<file path="config.mk">
export PLATFORM = sky130hd
export DESIGN_NAME = dram_refresh_sched
export DESIGN_NICKNAME = d
export VERILOG_FILES = /design/src/rtl/dram_ref_pkg.sv /design/src/rtl/ref_interval_timer.sv /design/src/rtl/ref_owed_tracker.sv /design/src/rtl/ref_row_sequencer.sv /design/src/rtl/dram_refresh_sched.sv
export SDC_FILE = /design/constraint.sdc
export NUM_CORES = 1
export LEC_CHECK = 0
export ABC_CLOCK_PERIOD_IN_PS = 12600
export BUFFER_PORTS_ARGS = -buffer_cell sky130_fd_sc_hd__buf_2
export CORE_MARGIN = 1
export CORE_UTILIZATION = 45
export DETAILED_ROUTE_END_ITERATION = 10
export MAX_ROUTING_LAYER = met4
export SLEW_MARGIN = 30
export SYNTH_ARGS = -nofsm -noshare
export SYNTH_HDL_FRONTEND = slang
export SYNTH_SLANG_ARGS = --single-unit
export TNS_END_PERCENT = 50
</file>
<file path="constraint.sdc">
create_clock -name clk -period 12.6 [get_ports clk]
set_clock_uncertainty 0.2 [all_clocks]
set_input_delay 1.89 -clock clk [delete_from_list [all_inputs] [get_ports clk]]
set_output_delay 1.89 -clock clk [all_outputs]
set_load 0.05 [all_outputs]
</file>
<file path="src/rtl/dram_ref_pkg.sv">
package dram_ref_pkg;
  typedef enum logic [2:0] {
    PH_IDLE,
    PH_ACT,
    PH_RAS,
    PH_PRE,
    PH_RP
  } ref_phase_e;
endpackage

</file>
<file path="src/rtl/ref_interval_timer.sv">
module ref_interval_timer #(
  parameter int unsigned PERIOD_CYC = 16000000,
  parameter int unsigned ROWS       = 16384
) (
  input  logic clk,
  input  logic rst_n,
  input  logic burst_mode,
  output logic tick
);
  localparam int unsigned SLOT_CYC = PERIOD_CYC / ROWS;
  localparam int unsigned TMR_W    = $clog2(PERIOD_CYC);
  localparam logic [TMR_W-1:0] SLOT_LD  = TMR_W'(SLOT_CYC - 1);
  localparam logic [TMR_W-1:0] BURST_LD = TMR_W'(PERIOD_CYC - 1);

  logic [TMR_W-1:0] tmr_q;

  assign tick = (tmr_q == '0);

  always_ff @(posedge clk or negedge rst_n) begin
    if (!rst_n)    tmr_q <= '0;
    else if (tick) tmr_q <= burst_mode ? BURST_LD : SLOT_LD;
    else           tmr_q <= tmr_q - 1'b1;
  end

  a_r2_countdown: assert property (@(posedge clk) disable iff (!rst_n)
    (tmr_q != '0) |=> (tmr_q == $past(tmr_q) - 1'b1));
  a_r10_reload_value: assert property (@(posedge clk) disable iff (!rst_n)
    tick |=> (tmr_q == ($past(burst_mode) ? BURST_LD : SLOT_LD)));
endmodule

</file>
<file path="src/rtl/ref_owed_tracker.sv">
module ref_owed_tracker #(
  parameter int unsigned ROWS   = 16384,
  parameter int unsigned OWE_W  = 18,
  parameter int unsigned PCNT_W = 8
) (
  input  logic              clk,
  input  logic              rst_n,
  input  logic              tick,
  input  logic              burst_mode,
  input  logic              take,
  output logic              pending,
  output logic [PCNT_W-1:0] postponed
);
  localparam logic [OWE_W-1:0] BURST_ADD = OWE_W'(ROWS);
  localparam logic [OWE_W-1:0] SLOT_ADD  = OWE_W'(1);

  logic [OWE_W-1:0] owed_q;
  logic [OWE_W-1:0] add_w;
  logic [OWE_W:0]   sum_w;
  logic [PCNT_W-1:0] post_q;

  always_comb begin
    add_w = tick ? (burst_mode ? BURST_ADD : SLOT_ADD) : '0;
    sum_w = {1'b0, owed_q} + {1'b0, add_w} - (OWE_W+1)'(take);
  end

  assign pending   = (owed_q != '0);
  assign postponed = post_q;

  always_ff @(posedge clk or negedge rst_n) begin
    if (!rst_n) begin
      owed_q <= '0;
      post_q <= '0;
    end else begin
      owed_q <= sum_w[OWE_W] ? '1 : sum_w[OWE_W-1:0];
      if (tick && pending && (post_q != '1)) post_q <= post_q + 1'b1;
    end
  end

  a_r8_no_overflow: assert property (@(posedge clk) disable iff (!rst_n)
    !sum_w[OWE_W]);
  a_r8_take_needs_owed: assert property (@(posedge clk) disable iff (!rst_n)
    take |-> pending);
  a_r9_hold_without_tick: assert property (@(posedge clk) disable iff (!rst_n)
    !tick |=> $stable(post_q));
endmodule

</file>
<file path="src/rtl/ref_row_sequencer.sv">
module ref_row_sequencer
  import dram_ref_pkg::*;
#(
  parameter int unsigned ROWS     = 16384,
  parameter int unsigned TRAS_CYC = 10,
  parameter int unsigned TRP_CYC  = 4,
  parameter int unsigned ROW_W    = 14
) (
  input  logic             clk,
  input  logic             rst_n,
  input  logic             start,
  output logic             busy,
  output logic             act,
  output logic             pre,
  output logic [ROW_W-1:0] row
);
  localparam int unsigned MAXW   = (TRAS_CYC > TRP_CYC) ? TRAS_CYC : TRP_CYC;
  localparam int unsigned WAIT_W = $clog2(MAXW + 1);
  localparam logic [WAIT_W-1:0] RAS_LD = WAIT_W'(TRAS_CYC - 2);
  localparam logic [WAIT_W-1:0] RP_LD  = WAIT_W'(TRP_CYC - 2);
  localparam logic [ROW_W-1:0]  LAST_ROW = ROW_W'(ROWS - 1);

  ref_phase_e        ph_q;
  logic [WAIT_W-1:0] wait_q;
  logic [ROW_W-1:0]  row_q;

  assign busy = (ph_q != PH_IDLE);
  assign act  = (ph_q == PH_ACT);
  assign pre  = (ph_q == PH_PRE);
  assign row  = row_q;

  always_ff @(posedge clk or negedge rst_n) begin
    if (!rst_n) begin
      ph_q   <= PH_IDLE;
      wait_q <= '0;
      row_q  <= '0;
    end else begin
      unique case (ph_q)
        PH_IDLE: if (start) ph_q <= PH_ACT;
        PH_ACT: begin
          ph_q   <= PH_RAS;
          wait_q <= RAS_LD;
        end
        PH_RAS: begin
          if (wait_q == '0) ph_q <= PH_PRE;
          else              wait_q <= wait_q - 1'b1;
        end
        PH_PRE: begin
          ph_q   <= PH_RP;
          wait_q <= RP_LD;
          row_q  <= (row_q == LAST_ROW) ? '0 : row_q + 1'b1;
        end
        PH_RP: begin
          if (wait_q == '0) ph_q <= PH_IDLE;
          else              wait_q <= wait_q - 1'b1;
        end
        default: ph_q <= PH_IDLE;
      endcase
    end
  end

  a_r5_act_single: assert property (@(posedge clk) disable iff (!rst_n)
    act |=> !act);
  a_r5_start_gives_act: assert property (@(posedge clk) disable iff (!rst_n)
    (start && !busy) |=> act);
  a_r6_cmd_while_busy: assert property (@(posedge clk) disable iff (!rst_n)
    (act || pre) |-> busy);
  a_r7_row_hold: assert property (@(posedge clk) disable iff (!rst_n)
    !pre |=> $stable(row_q));
endmodule

</file>
<file path="src/rtl/dram_refresh_sched.sv">
module dram_refresh_sched #(
  parameter int unsigned PERIOD_CYC = 16000000,
  parameter int unsigned ROWS       = 16384,
  parameter int unsigned TRAS_CYC   = 10,
  parameter int unsigned TRP_CYC    = 4,
  parameter int unsigned PCNT_W     = 8,
  parameter int unsigned ROW_W      = (ROWS > 1) ? $clog2(ROWS) : 1
) (
  input  logic              clk,
  input  logic              rst_n,
  input  logic              burst_mode,
  input  logic              ref_gnt,
  output logic              ref_req,
  output logic              bank_busy,
  output logic              ref_act,
  output logic              ref_pre,
  output logic [ROW_W-1:0]  ref_row,
  output logic [PCNT_W-1:0] postponed
);
  localparam int unsigned OWE_W = ROW_W + 4;

  logic tick;
  logic pending;
  logic take;

  assign ref_req = pending && !bank_busy;
  assign take    = ref_req && ref_gnt;

  ref_interval_timer #(.PERIOD_CYC(PERIOD_CYC), .ROWS(ROWS)) u_timer (
    .clk(clk), .rst_n(rst_n), .burst_mode(burst_mode), .tick(tick)
  );

  ref_owed_tracker #(.ROWS(ROWS), .OWE_W(OWE_W), .PCNT_W(PCNT_W)) u_owed (
    .clk(clk), .rst_n(rst_n), .tick(tick), .burst_mode(burst_mode),
    .take(take), .pending(pending), .postponed(postponed)
  );

  ref_row_sequencer #(.ROWS(ROWS), .TRAS_CYC(TRAS_CYC), .TRP_CYC(TRP_CYC),
                      .ROW_W(ROW_W)) u_seq (
    .clk(clk), .rst_n(rst_n), .start(take), .busy(bank_busy),
    .act(ref_act), .pre(ref_pre), .row(ref_row)
  );

  a_r4_req_only_idle: assert property (@(posedge clk) disable iff (!rst_n)
    ref_req |-> !bank_busy);
  a_r4_req_holds: assert property (@(posedge clk) disable iff (!rst_n)
    (ref_req && !ref_gnt) |=> ref_req);
endmodule

</file>
; Yosys cells after proc, flatten, opt, wreduce, memory -nomap -nowiden
; Cells that the tools add are included.
[totals]
reg_bits = 71
input_bits = 4
out_inout_bits = 26
elab_cells = 48
[classes]
n_addsub = 6
eq_ne = 10
mux = 12
n_reduce_logical = 14
[ops]
columns = op, count
row1 = 24-bit two-way mux, 2
row2 = 18-bit two-way mux, 2
row3 = 24-bit logical NOT, 1
row4 = 24-bit by 1-bit subtractor with 24-bit output (second input constant), 1
row5 = 18-bit by 18-bit adder with 19-bit output, 1
row6 = 19-bit by 1-bit subtractor with 19-bit output, 1
row7 = 18-bit nonzero test, 1
row8 = 15-bit two-way mux, 1
row9 = 3-bit case mux with 5 select lines, 1
row10 = 14-bit by 1-bit adder with 14-bit output (second input constant), 1
row11 = 14-bit equality test (second input constant), 1
row12 = 14-bit two-way mux, 1
row13 = 4-bit case mux with 3 select lines, 1
row14 = 3-bit two-way mux, 3
row15 = 8-bit by 1-bit adder with 8-bit output (second input constant), 1
row16 = 8-bit inequality test (second input constant), 1
row17 = 3-bit by 2-bit equality test with 1-bit output (second input constant), 2
row18 = 3-bit nonzero test, 2
row19 = 1-bit logical AND, 4
row20 = 4-bit logical NOT, 1
row21 = 4-bit two-way mux, 1
row22 = 2-bit by 1-bit inequality test with 1-bit output (second input constant), 2
row23 = 2-bit inequality test (second input constant), 2
row24 = 4-bit by 1-bit subtractor with 4-bit output (second input constant), 1
row25 = 7 further kinds, 7

; Longest topological paths before layout
; Gate-level depths: netlist (run 1).
[depth]
ltp_word = 6
mapped_depth = 17
mapped_depth_nobuf = 15

; Hierarchy
; A second synthesis (run 1) with hierarchy kept.
[unflattened]
cells_unflattened = 490
area_unflattened_um2 = 4578.1
[by_module_without_submodules]
columns = module, n_inst, cells_per_inst, area_per_inst_um2, seq_area_each_um2
row1 = ref_owed_tracker, 1, 233, 2077.0, 650.6
row2 = ref_interval_timer, 1, 117, 1249.9, 600.6
row3 = ref_row_sequencer, 1, 138, 1236.2, 525.5
row4 = dram_refresh_sched, 1, 2, 15.0, 0.0

; Worst setup path after synthesis (run 1)
; OpenSTA, ideal clock, no wires.
[synth_path]
path_kind = reg-to-reg
from = register u_seq.ph_q[2]
to = register u_owed.owed_q[10]
setup_ns = 0.141
t_arrival_ns = 4.612
t_required_ns = 12.259
slack_ns = 7.647
stages_incl_launch_ff = 16
path_buffers = 2
period_less_slack_ns = 4.953
cell_sequence = dfrtp_1 > clkbuf_1 > or3_1 > a31oi_1 > and2_1 > ha_1 > inv_1 > ha_1 > fa_1 > a21o_1 > a21oi_1 > nor3_1 > o41a_1 > o21ai_1 > clkbuf_1 > nand3_1
[synth_via]
elab_chain_len = 6
[synth_lines]
columns = element, line
row1 = from (decl), ref_row_sequencer.sv:23  ; ref_phase_e ph_q;
row2 = from (signal assigned), ref_row_sequencer.sv:34  ; ph_q <= PH_IDLE;
row3 = from (signal assigned), ref_row_sequencer.sv:39  ; PH_IDLE: if (start) ph_q <= PH_ACT;
row4 = from (signal assigned), ref_row_sequencer.sv:41  ; ph_q <= PH_RAS;
row5 = 3-bit nonzero test, ref_row_sequencer.sv:27  ; assign busy = (ph_q != PH_IDLE);
row6 = named net bank_busy, dram_refresh_sched.sv:14  ; output logic bank_busy,
row7 = 1-bit logical NOT, dram_refresh_sched.sv:26  ; assign ref_req = pending && !bank_busy;
row8 = 1-bit logical AND, dram_refresh_sched.sv:26
row9 = named net ref_req, dram_refresh_sched.sv:13  ; output logic ref_req,
row10 = 1-bit logical AND, dram_refresh_sched.sv:27  ; assign take = ref_req && ref_gnt;
row11 = 19-bit by 1-bit subtractor with 19-bit output, ref_owed_tracker.sv:24  ; sum_w = {1'b0, owed_q} + {1'b0, add_w} - (OWE_W+1)'(take);
row12 = 18-bit two-way mux, ref_owed_tracker.sv:35  ; owed_q <= sum_w[OWE_W] ? '1 : sum_w[OWE_W-1:0];
row13 = to (signal assigned), ref_owed_tracker.sv:35
row14 = to (decl), ref_owed_tracker.sv:17  ; logic [OWE_W-1:0] owed_q;
; The timed path passes the listed nets, and every way through them passes these cells.
; A chain may end at the register's enable or synchronous reset.

; Final worst setup path (run 1)
[layout_path]
from = input port ref_gnt
to = register u_owed.owed_q[16]
[layout_via]
elab_chain_len = 3
[layout_lines]
columns = element, line
row1 = from (decl), dram_refresh_sched.sv:12  ; input logic ref_gnt,
row2 = 1-bit logical AND, dram_refresh_sched.sv:27
row3 = 19-bit by 1-bit subtractor with 19-bit output, ref_owed_tracker.sv:24
row4 = 18-bit two-way mux, ref_owed_tracker.sv:35
; No other way between the ends.

==> flow_metrics.env, run 1 <==
export IMPL_gr_usage_met1_pct=26.9
export IMPL_worst_slew_pin_slew_ns=0.867
export IMPL_dieWidth_um=101
export IMPL_p_total_w=0.00114
export IMPL_netlist_instances=473
export IMPL_synth_enable_flop_cells=0
export IMPL_global_route_wire_length_before_repair_um=15600
export IMPL_cts_hold_buf=0
export IMPL_ys_ff_latch=71
export IMPL_grt_antenna_before_repair=0
export IMPL_vias=3464
export IMPL_ff_latch_area_mm2=0.00178
export IMPL_status="finished clean"
export IMPL_final_hold_worst_slack_ns=0.266
export IMPL_slew_limit_headroom_pct=41.8
export IMPL_synth_top_area_cell="sky130_fd_sc_hd__dfrtp_1"
export IMPL_layout_drive_gt1_share_pct=12.7
export IMPL_maxCapViolations=0
export IMPL_power_leakage_nw=2.28
export IMPL_grtUsageMet2_pct=31.4
export IMPL_grt_max_degree=72
export IMPL_path_max_fanout=10
export IMPL_placed_area_mm2=0.00468
export IMPL_design_core_area_mm2=0.00937
export IMPL_finalCoreUtilization_pct=51.8
export IMPL_post_cts_repair_setup_buffers=0
export IMPL_fin_nets=544
export IMPL_max_vdd_ir_drop_mv=0.122
export IMPL_viasPerCell=5.41
export IMPL_cts_sinks=71
export IMPL_globalRoute_busiestLayer="met2"
export IMPL_avgRoutedWirePerCell_um=14.4
export IMPL_multi_input_area_mm2=0.00245
export IMPL_placementRows=35
export IMPL_ys_warn_count=0
export IMPL_synth_area_top_cells="sky130_fd_sc_hd__dfrtp_1, sky130_fd_sc_hd__ha_1, sky130_fd_sc_hd__xnor2_1"
export IMPL_synth_seq_area_share_pct=40.4
export IMPL_synth_most_common_cell="sky130_fd_sc_hd__dfrtp_1"
export IMPL_cts_resized_gates=0
export IMPL_synth_async_sr_flop_share_pct=100
export IMPL_power_density_mw_per_mm2=235
export IMPL_critPathArrivalTime_ns=4.99
export IMPL_critPathRequiredTime_ns=12.59
export IMPL_postRouteAntennaNets=0
export IMPL_setup_total_negative_slack_ns=0
export IMPL_top_ports=30
export IMPL_clkTransAtPathRegs_ns=0.08
export IMPL_dr_pass1_iters=5
export IMPL_grt_ovfl_total=0
export IMPL_shortest_clock_period_the_worst_path_allows_after_layout_ns=5.00
export IMPL_fp_dieH_um=101
export IMPL_yosysUniqueCellTypes=56
export IMPL_yosysTopAreaCellShare_pct=40.4
export IMPL_n_fill_cell=887
export IMPL_initial_utilization_pct=46.9
export IMPL_insertion_delay_ns=0.35
export IMPL_top_reg_cell_synth="sky130_fd_sc_hd__dfrtp_1"
export IMPL_critPathLaunchType="input port"
export IMPL_area_added_between_synthesis_and_finish_pct=10.5
export IMPL_fmax_ghz=0.200
export IMPL_cts_root_buffer_cell="sky130_fd_sc_hd__clkbuf_8"
export IMPL_drc=0
export IMPL_timing_hold_worst_class="flip-flop to flip-flop"
export IMPL_replace_congestion=0.849
export IMPL_synthesis_area_per_instance_um2=9.29
export IMPL_final_min_period_over_clock_period_pct=39.7
export IMPL_num_cts_buffers=9
export IMPL_synth_cells_most_frequent="sky130_fd_sc_hd__dfrtp_1, sky130_fd_sc_hd__nor2_1, sky130_fd_sc_hd__nand2_1, sky130_fd_sc_hd__inv_1, sky130_fd_sc_hd__ha_1"
export IMPL_gr_usage_all_layers_pct=20.3
export IMPL_rsz0062_at_grt="false"
export IMPL_synthesis_area_mm2=0.00440
export IMPL_drv_slew=0
export IMPL_die_area_mm2=0.0102
export IMPL_clock_tree_htree_level_count=3
export IMPL_mappedNetlistNets=511
export IMPL_end_kind="flip-flop"
export IMPL_fin_area_mm2=0.00486
export IMPL_clock_path_buffers=2
export IMPL_buffer_ports_inserted=29
export IMPL_first_global_vias=3322
export IMPL_critPathKind="input port to flip-flop"
export IMPL_hpwl_um=6730
export IMPL_drt_total_wl_um=9210
export IMPL_final_hold_violation_count=0
export IMPL_setup_violations_final=0
export IMPL_cts_tree="built"
export IMPL_initialDrtViolationCount=174
export IMPL_use_met3_pct=3.47
export IMPL_num_antenna_cells=0
[flip-flops by register name, summed over array words and instances (netlist names)]
signal / flops
u_owed.owed_q: 18
u_owed.postponed: 8
u_seq.ph_q: 3
u_seq.row: 14
u_seq.wait_q: 4
u_timer.tmr_q: 24
[power by group]
group	switching (W)	leakage (nW)	internal [W]	total, W
combinational	0.000402	1.38	0.000263	0.000665
clock	0.0000904	0.0906	0.0000725	0.000163
sequential	0.0000389	0.817	0.000275	0.000314
[cell type report]
type / count / area share (%)
tap: 129 / 3.32
multi-input combinational: 358 / 50.5
sequential: 71 / 36.6
timing repair buffer: 31 / 3.38
inverter: 35 / 2.71
clock buffer: 10 / 2.63
clock inverter: 6 / 0.928
[per-layer routing]
layer | wire length (um) | vias to the layer above
met2 | 4120 | 66
met1 | 4610 | 1660
met4 | 125 | 0
li1 | - | 1724
met3 | 345 | 14
met5 | 0 | -
[placed cells by master, fill, tap and decap left out, drive strengths merged, types with 2 or more instances in the layout]
cell type / Yosys / layout
a211oi: 6 / 6
a21o: 8 / 8
a21oi: 17 / 17
a311oi: 2 / 2
a31o: 2 / 2
a31oi: 2 / 2
and2: 3 / 3
and3: 5 / 5
and4: 5 / 5
buf: 2 / 31
clkbuf: 7 / 10
clkinv: 0 / 5
dfrtp: 71 / 71
ha: 33 / 33
inv: 35 / 36
mux2: 6 / 6
nand2: 41 / 41
nand2b: 5 / 5
nand3: 30 / 30
nand3b: 4 / 4
nand4: 9 / 9
nor2: 44 / 44
nor2b: 12 / 12
nor3: 11 / 11
nor3b: 2 / 2
nor4: 6 / 6
nor4b: 3 / 3
nor4bb: 4 / 4
o211ai: 5 / 5
o21a: 2 / 2
o21ai: 17 / 17
or3: 10 / 10
or4: 4 / 4
xnor2: 26 / 26
xor2: 19 / 19
[cell families (layout without fill, tap and decap cells)]
| family | Yosys count | in the layout | synth area share (%) |
|---|---|---|---|
| AO/OA/AOI/OAI | 72 | 72 | 10.8 |
| XOR/XNOR | 45 | 45 | 8.97 |
| adder cells (fa/ha/maj) | 34 | 34 | 9.85 |
| buffers and inverters | 44 | 82 | 3.84 |
| flip-flops | 71 | 71 | 40.4 |
| multiplexers | 6 | 6 | 1.54 |
| AND/OR/NAND/NOR | 201 | 201 | 24.6 |
[metrics by stage]
step                      setup WS, ns  instances
after floorplan                   7.65        473
after global placement            7.29        624
after detailed placement          7.22        624
after CTS                         7.54        640
after global routing              7.26        640
final                             7.60        640
[critical path, stage by stage]
cell	delay, ns
sky130_fd_sc_hd__buf_2	0.11
sky130_fd_sc_hd__and2_1	0.14
sky130_fd_sc_hd__ha_1	0.27
sky130_fd_sc_hd__inv_1	0.04
sky130_fd_sc_hd__ha_1	0.21
sky130_fd_sc_hd__fa_1	0.41
sky130_fd_sc_hd__a21o_1	0.23
sky130_fd_sc_hd__a21oi_1	0.22
sky130_fd_sc_hd__nor3_1	0.10
sky130_fd_sc_hd__o41a_1	0.38
sky130_fd_sc_hd__o21ai_1	0.59
sky130_fd_sc_hd__buf_4	0.30
sky130_fd_sc_hd__o211ai_1	0.10
[final timing paths]
check                                      startpoint                         endpoint  slack, ns  cells after the start
max reg2reg                u_timer.tmr_q[4]$_DFF_PN0_      u_owed.owed_q[16]$_DFF_PN0_       7.63                     14
min reg2reg                u_timer.tmr_q[0]$_DFF_PN0_       u_timer.tmr_q[0]$_DFF_PN0_       0.27                      1
max                                           ref_gnt      u_owed.owed_q[16]$_DFF_PN0_       7.60                     13
max in group asynchronous                       rst_n      u_owed.owed_q[10]$_DFF_PN0_      10.30                      2
min in group asynchronous                       rst_n  u_owed.postponed[4]$_DFFE_PN0P_       1.44                      2
min                        u_timer.tmr_q[0]$_DFF_PN0_       u_timer.tmr_q[0]$_DFF_PN0_       0.27                      1
Power figures use the tool's default switching activity.
==> inputs of run 2 (changes only) <==
--- a/config.mk
+++ b/config.mk
@@ -5,7 +5,7 @@
 export SDC_FILE = /design/constraint.sdc
 export NUM_CORES = 1
 export LEC_CHECK = 0
-export ABC_CLOCK_PERIOD_IN_PS = 12600
+export ABC_CLOCK_PERIOD_IN_PS = 5000
 export BUFFER_PORTS_ARGS = -buffer_cell sky130_fd_sc_hd__buf_2
 export CORE_MARGIN = 1
 export CORE_UTILIZATION = 45
==> constraint.sdc (replaced) <==
create_clock -name clk -period 5 [get_ports clk]
set_clock_uncertainty 0.2 [all_clocks]
set_input_delay 0.75 -clock clk [delete_from_list [all_inputs] [get_ports clk]]
set_output_delay 0.75 -clock clk [all_outputs]
set_load 0.05 [all_outputs]
==> flow_metrics.env, run 2 (synthesis results as in run 1) <==
export IMPL_layout_common_cells="sky130_fd_sc_hd__dfrtp_1, sky130_fd_sc_hd__nor2_1, sky130_fd_sc_hd__nand2_1"
export IMPL_fmax_ghz=0.220
export IMPL_die_area_mm2=0.0102
export IMPL_shortest_clock_period_the_worst_path_allows_after_layout_ns=4.54
export IMPL_final_hold_violation_count=0
export IMPL_layout_commonest_cell="sky130_fd_sc_hd__dfrtp_1"
export IMPL_postRouteAntennaNets=0
export IMPL_reg2regPathDepth=13
export IMPL_critical_path_startpoint="u_timer.tmr_q[13]$_DFF_PN0_"
export IMPL_clock_tree_htree_level_count=3
export IMPL_placementRows=35
export IMPL_critPathKind="flip-flop to flip-flop"
export IMPL_area_added_between_synthesis_and_finish_pct=10.7
export IMPL_r2r_end="u_owed.owed_q[11]$_DFF_PN0_"
export IMPL_initial_utilization_pct=46.9
export IMPL_status="finished clean"
export IMPL_critical_path_max_stage_delay_ns=0.64
export IMPL_viasPerCell=5.41
export IMPL_drt_total_wl_um=9220
export IMPL_first_global_vias=3366
export IMPL_fin_nets=546
export IMPL_r2r_start="u_timer.tmr_q[13]$_DFF_PN0_"
export IMPL_replace_congestion=0.868
export IMPL_top_ports=30
export IMPL_layout_drive_gt1_share_pct=13.3
export IMPL_maxCapViolations=0
export IMPL_dieWidth_um=101
export IMPL_crit_path_cell_trace="or4_1 > nor4_1 > and4_1 > nand2_1 > ha_1 > inv_1 > ha_1 > and3_1 > nand2_1 > a21oi_1 > o41a_1 > or3_1 > nand4_1"
export IMPL_clock_path_buffers=2
export IMPL_design_core_area_mm2=0.00937
export IMPL_worstSetupEndpoint="u_owed.owed_q[11]$_DFF_PN0_"
export IMPL_avgRoutedWirePerCell_um=14.4
export IMPL_placed_cells_incl_taps=626
export IMPL_largest_register="u_timer.tmr_q"
export IMPL_max_vdd_ir_drop_mv=0.398
export IMPL_cts_root_buffer_cell="sky130_fd_sc_hd__clkbuf_8"
export IMPL_grt_max_degree=41
export IMPL_num_antenna_cells=0
export IMPL_post_cts_repair_setup_buffers=0
export IMPL_buffer_ports_inserted=29
export IMPL_critPathBufInv=1
export IMPL_end_kind="flip-flop"
export IMPL_setup_violations_final=0
export IMPL_clkTransAtPathRegs_ns=0.08
export IMPL_largest_register_ffs=24
export IMPL_global_route_wire_length_before_repair_um=16100
export IMPL_gr_usage_all_layers_pct=20.8
export IMPL_initialDrtViolationCount=155
export IMPL_power_leakage_nw=2.29
export IMPL_power_density_mw_per_mm2=592
export IMPL_cts_tree="built"
export IMPL_cts_resized_gates=0
export IMPL_cts_hold_buf=0
export IMPL_critPathLaunchType="flip-flop"
export IMPL_cp_num_cells=13
export IMPL_final_min_period_over_clock_period_pct=90.9
export IMPL_cp_slowest_cell="sky130_fd_sc_hd__or3_1"
export IMPL_grt_antenna_before_repair=0
export IMPL_worst_slew_pin_slew_ns=0.889
export IMPL_vias=3474
export IMPL_critPathRequiredTime_ns=5.05
export IMPL_rsz0062_at_grt="false"
export IMPL_fp_dieH_um=101
export IMPL_slew_limit_headroom_pct=40.4
export IMPL_timing_hold_worst_class="flip-flop to flip-flop"
export IMPL_holdPathStages=1
export IMPL_critPathTopFamily="simple AND/OR/NAND/NOR gates"
export IMPL_drc=0
export IMPL_grt_ovfl_total=0
export IMPL_setup_total_negative_slack_ns=0
export IMPL_final_cells=642
export IMPL_cts_sinks=71
export IMPL_drv_slew=0
export IMPL_insertion_delay_ns=0.34
export IMPL_hpwl_um=6840
export IMPL_path_max_fanout=18
export IMPL_dr_pass1_iters=5
export IMPL_worst_reg2reg_setup_slack_ns=0.46
export IMPL_num_cts_buffers=9
export IMPL_critPathArrivalTime_ns=4.59
==> run 2: metrics by stage <==
| step | utilization [%] | setup slack [ns] | hold slack (ns) | total power, W | area (um^2) |
|---|---|---|---|---|---|
| 4_1_cts | 51.9 | 0.489 | 0.268 | 0.00288 | 4870 |
| 3_5_place_dp | 50.1 | 0.526 | 0.256 | 0.00246 | 4690 |
| 3_3_place_gp | 50.1 | 0.596 | 0.250 | 0.00245 | 4690 |
| 2_1_floorplan | - | 0.0466 | 0.228 | 0.00209 | 4400 |
| 6_report | 51.9 | 0.457 | 0.269 | 0.00288 | 4870 |
| 5_1_grt | 51.9 | 0.176 | 0.313 | 0.00314 | 4870 |
==> run 2: routing by layer <==
| layer | track usage (%) | up-vias | routed length (um) |
|---|---|---|---|
| li1 | - | 1728 | - |
| met1 | 28.4 | 1650 | 4590 |
| met2 | 31.5 | 90 | 4070 |
| met3 | 4.23 | 6 | 482 |
| met4 | 6.02 | 0 | 75 |
| met5 | - | - | 0 |
==> run 2: cell type report <==
class                   instances  area (um^2)
flip-flops and latches         71         1780
clock inverters                 7         47.5
repair buffers                 33          175
inverters                      35          131
fillers                       907         4510
well taps                     129          161
clock buffers                   9          124
multi-input cells             358         2450
==> run 2: how the worst min path moves through the flow <==
stage / startpoint / endpoint / slack, ns
finish: u_timer.tmr_q[0]$_DFF_PN0_ / u_timer.tmr_q[0]$_DFF_PN0_ / 0.27
floorplan: u_timer.tmr_q[0]$_DFF_PN0_ / u_timer.tmr_q[0]$_DFF_PN0_ / 0.23
global placement: u_timer.tmr_q[0]$_DFF_PN0_ / u_timer.tmr_q[0]$_DFF_PN0_ / 0.25
detailed placement: u_timer.tmr_q[0]$_DFF_PN0_ / u_timer.tmr_q[0]$_DFF_PN0_ / 0.26
CTS: u_timer.tmr_q[0]$_DFF_PN0_ / u_timer.tmr_q[0]$_DFF_PN0_ / 0.27
global route: rst_n / u_owed.postponed[5]$_DFFE_PN0P_ / 0.31
==> run 2: power breakdown <==
group	internal [W]	switching (W)	leakage, nW
combinational	0.000661	0.00103	1.39
sequential	0.000692	0.0000952	0.817
clock	0.000180	0.000225	0.0854
==> run 2: worst register-to-register path, cell delays in order, from the launching register on <==
cell and delay, ns:
sky130_fd_sc_hd__dfrtp_1 0.42, sky130_fd_sc_hd__or4_1 0.63, sky130_fd_sc_hd__nor4_1 0.51, sky130_fd_sc_hd__and4_1 0.29, sky130_fd_sc_hd__nand2_1 0.06, sky130_fd_sc_hd__ha_1 0.26, sky130_fd_sc_hd__inv_1 0.04, sky130_fd_sc_hd__ha_1 0.36
sky130_fd_sc_hd__and3_1 0.27, sky130_fd_sc_hd__nand2_1 0.09, sky130_fd_sc_hd__a21oi_1 0.04, sky130_fd_sc_hd__o41a_1 0.41, sky130_fd_sc_hd__or3_1 0.64, sky130_fd_sc_hd__nand4_1 0.23
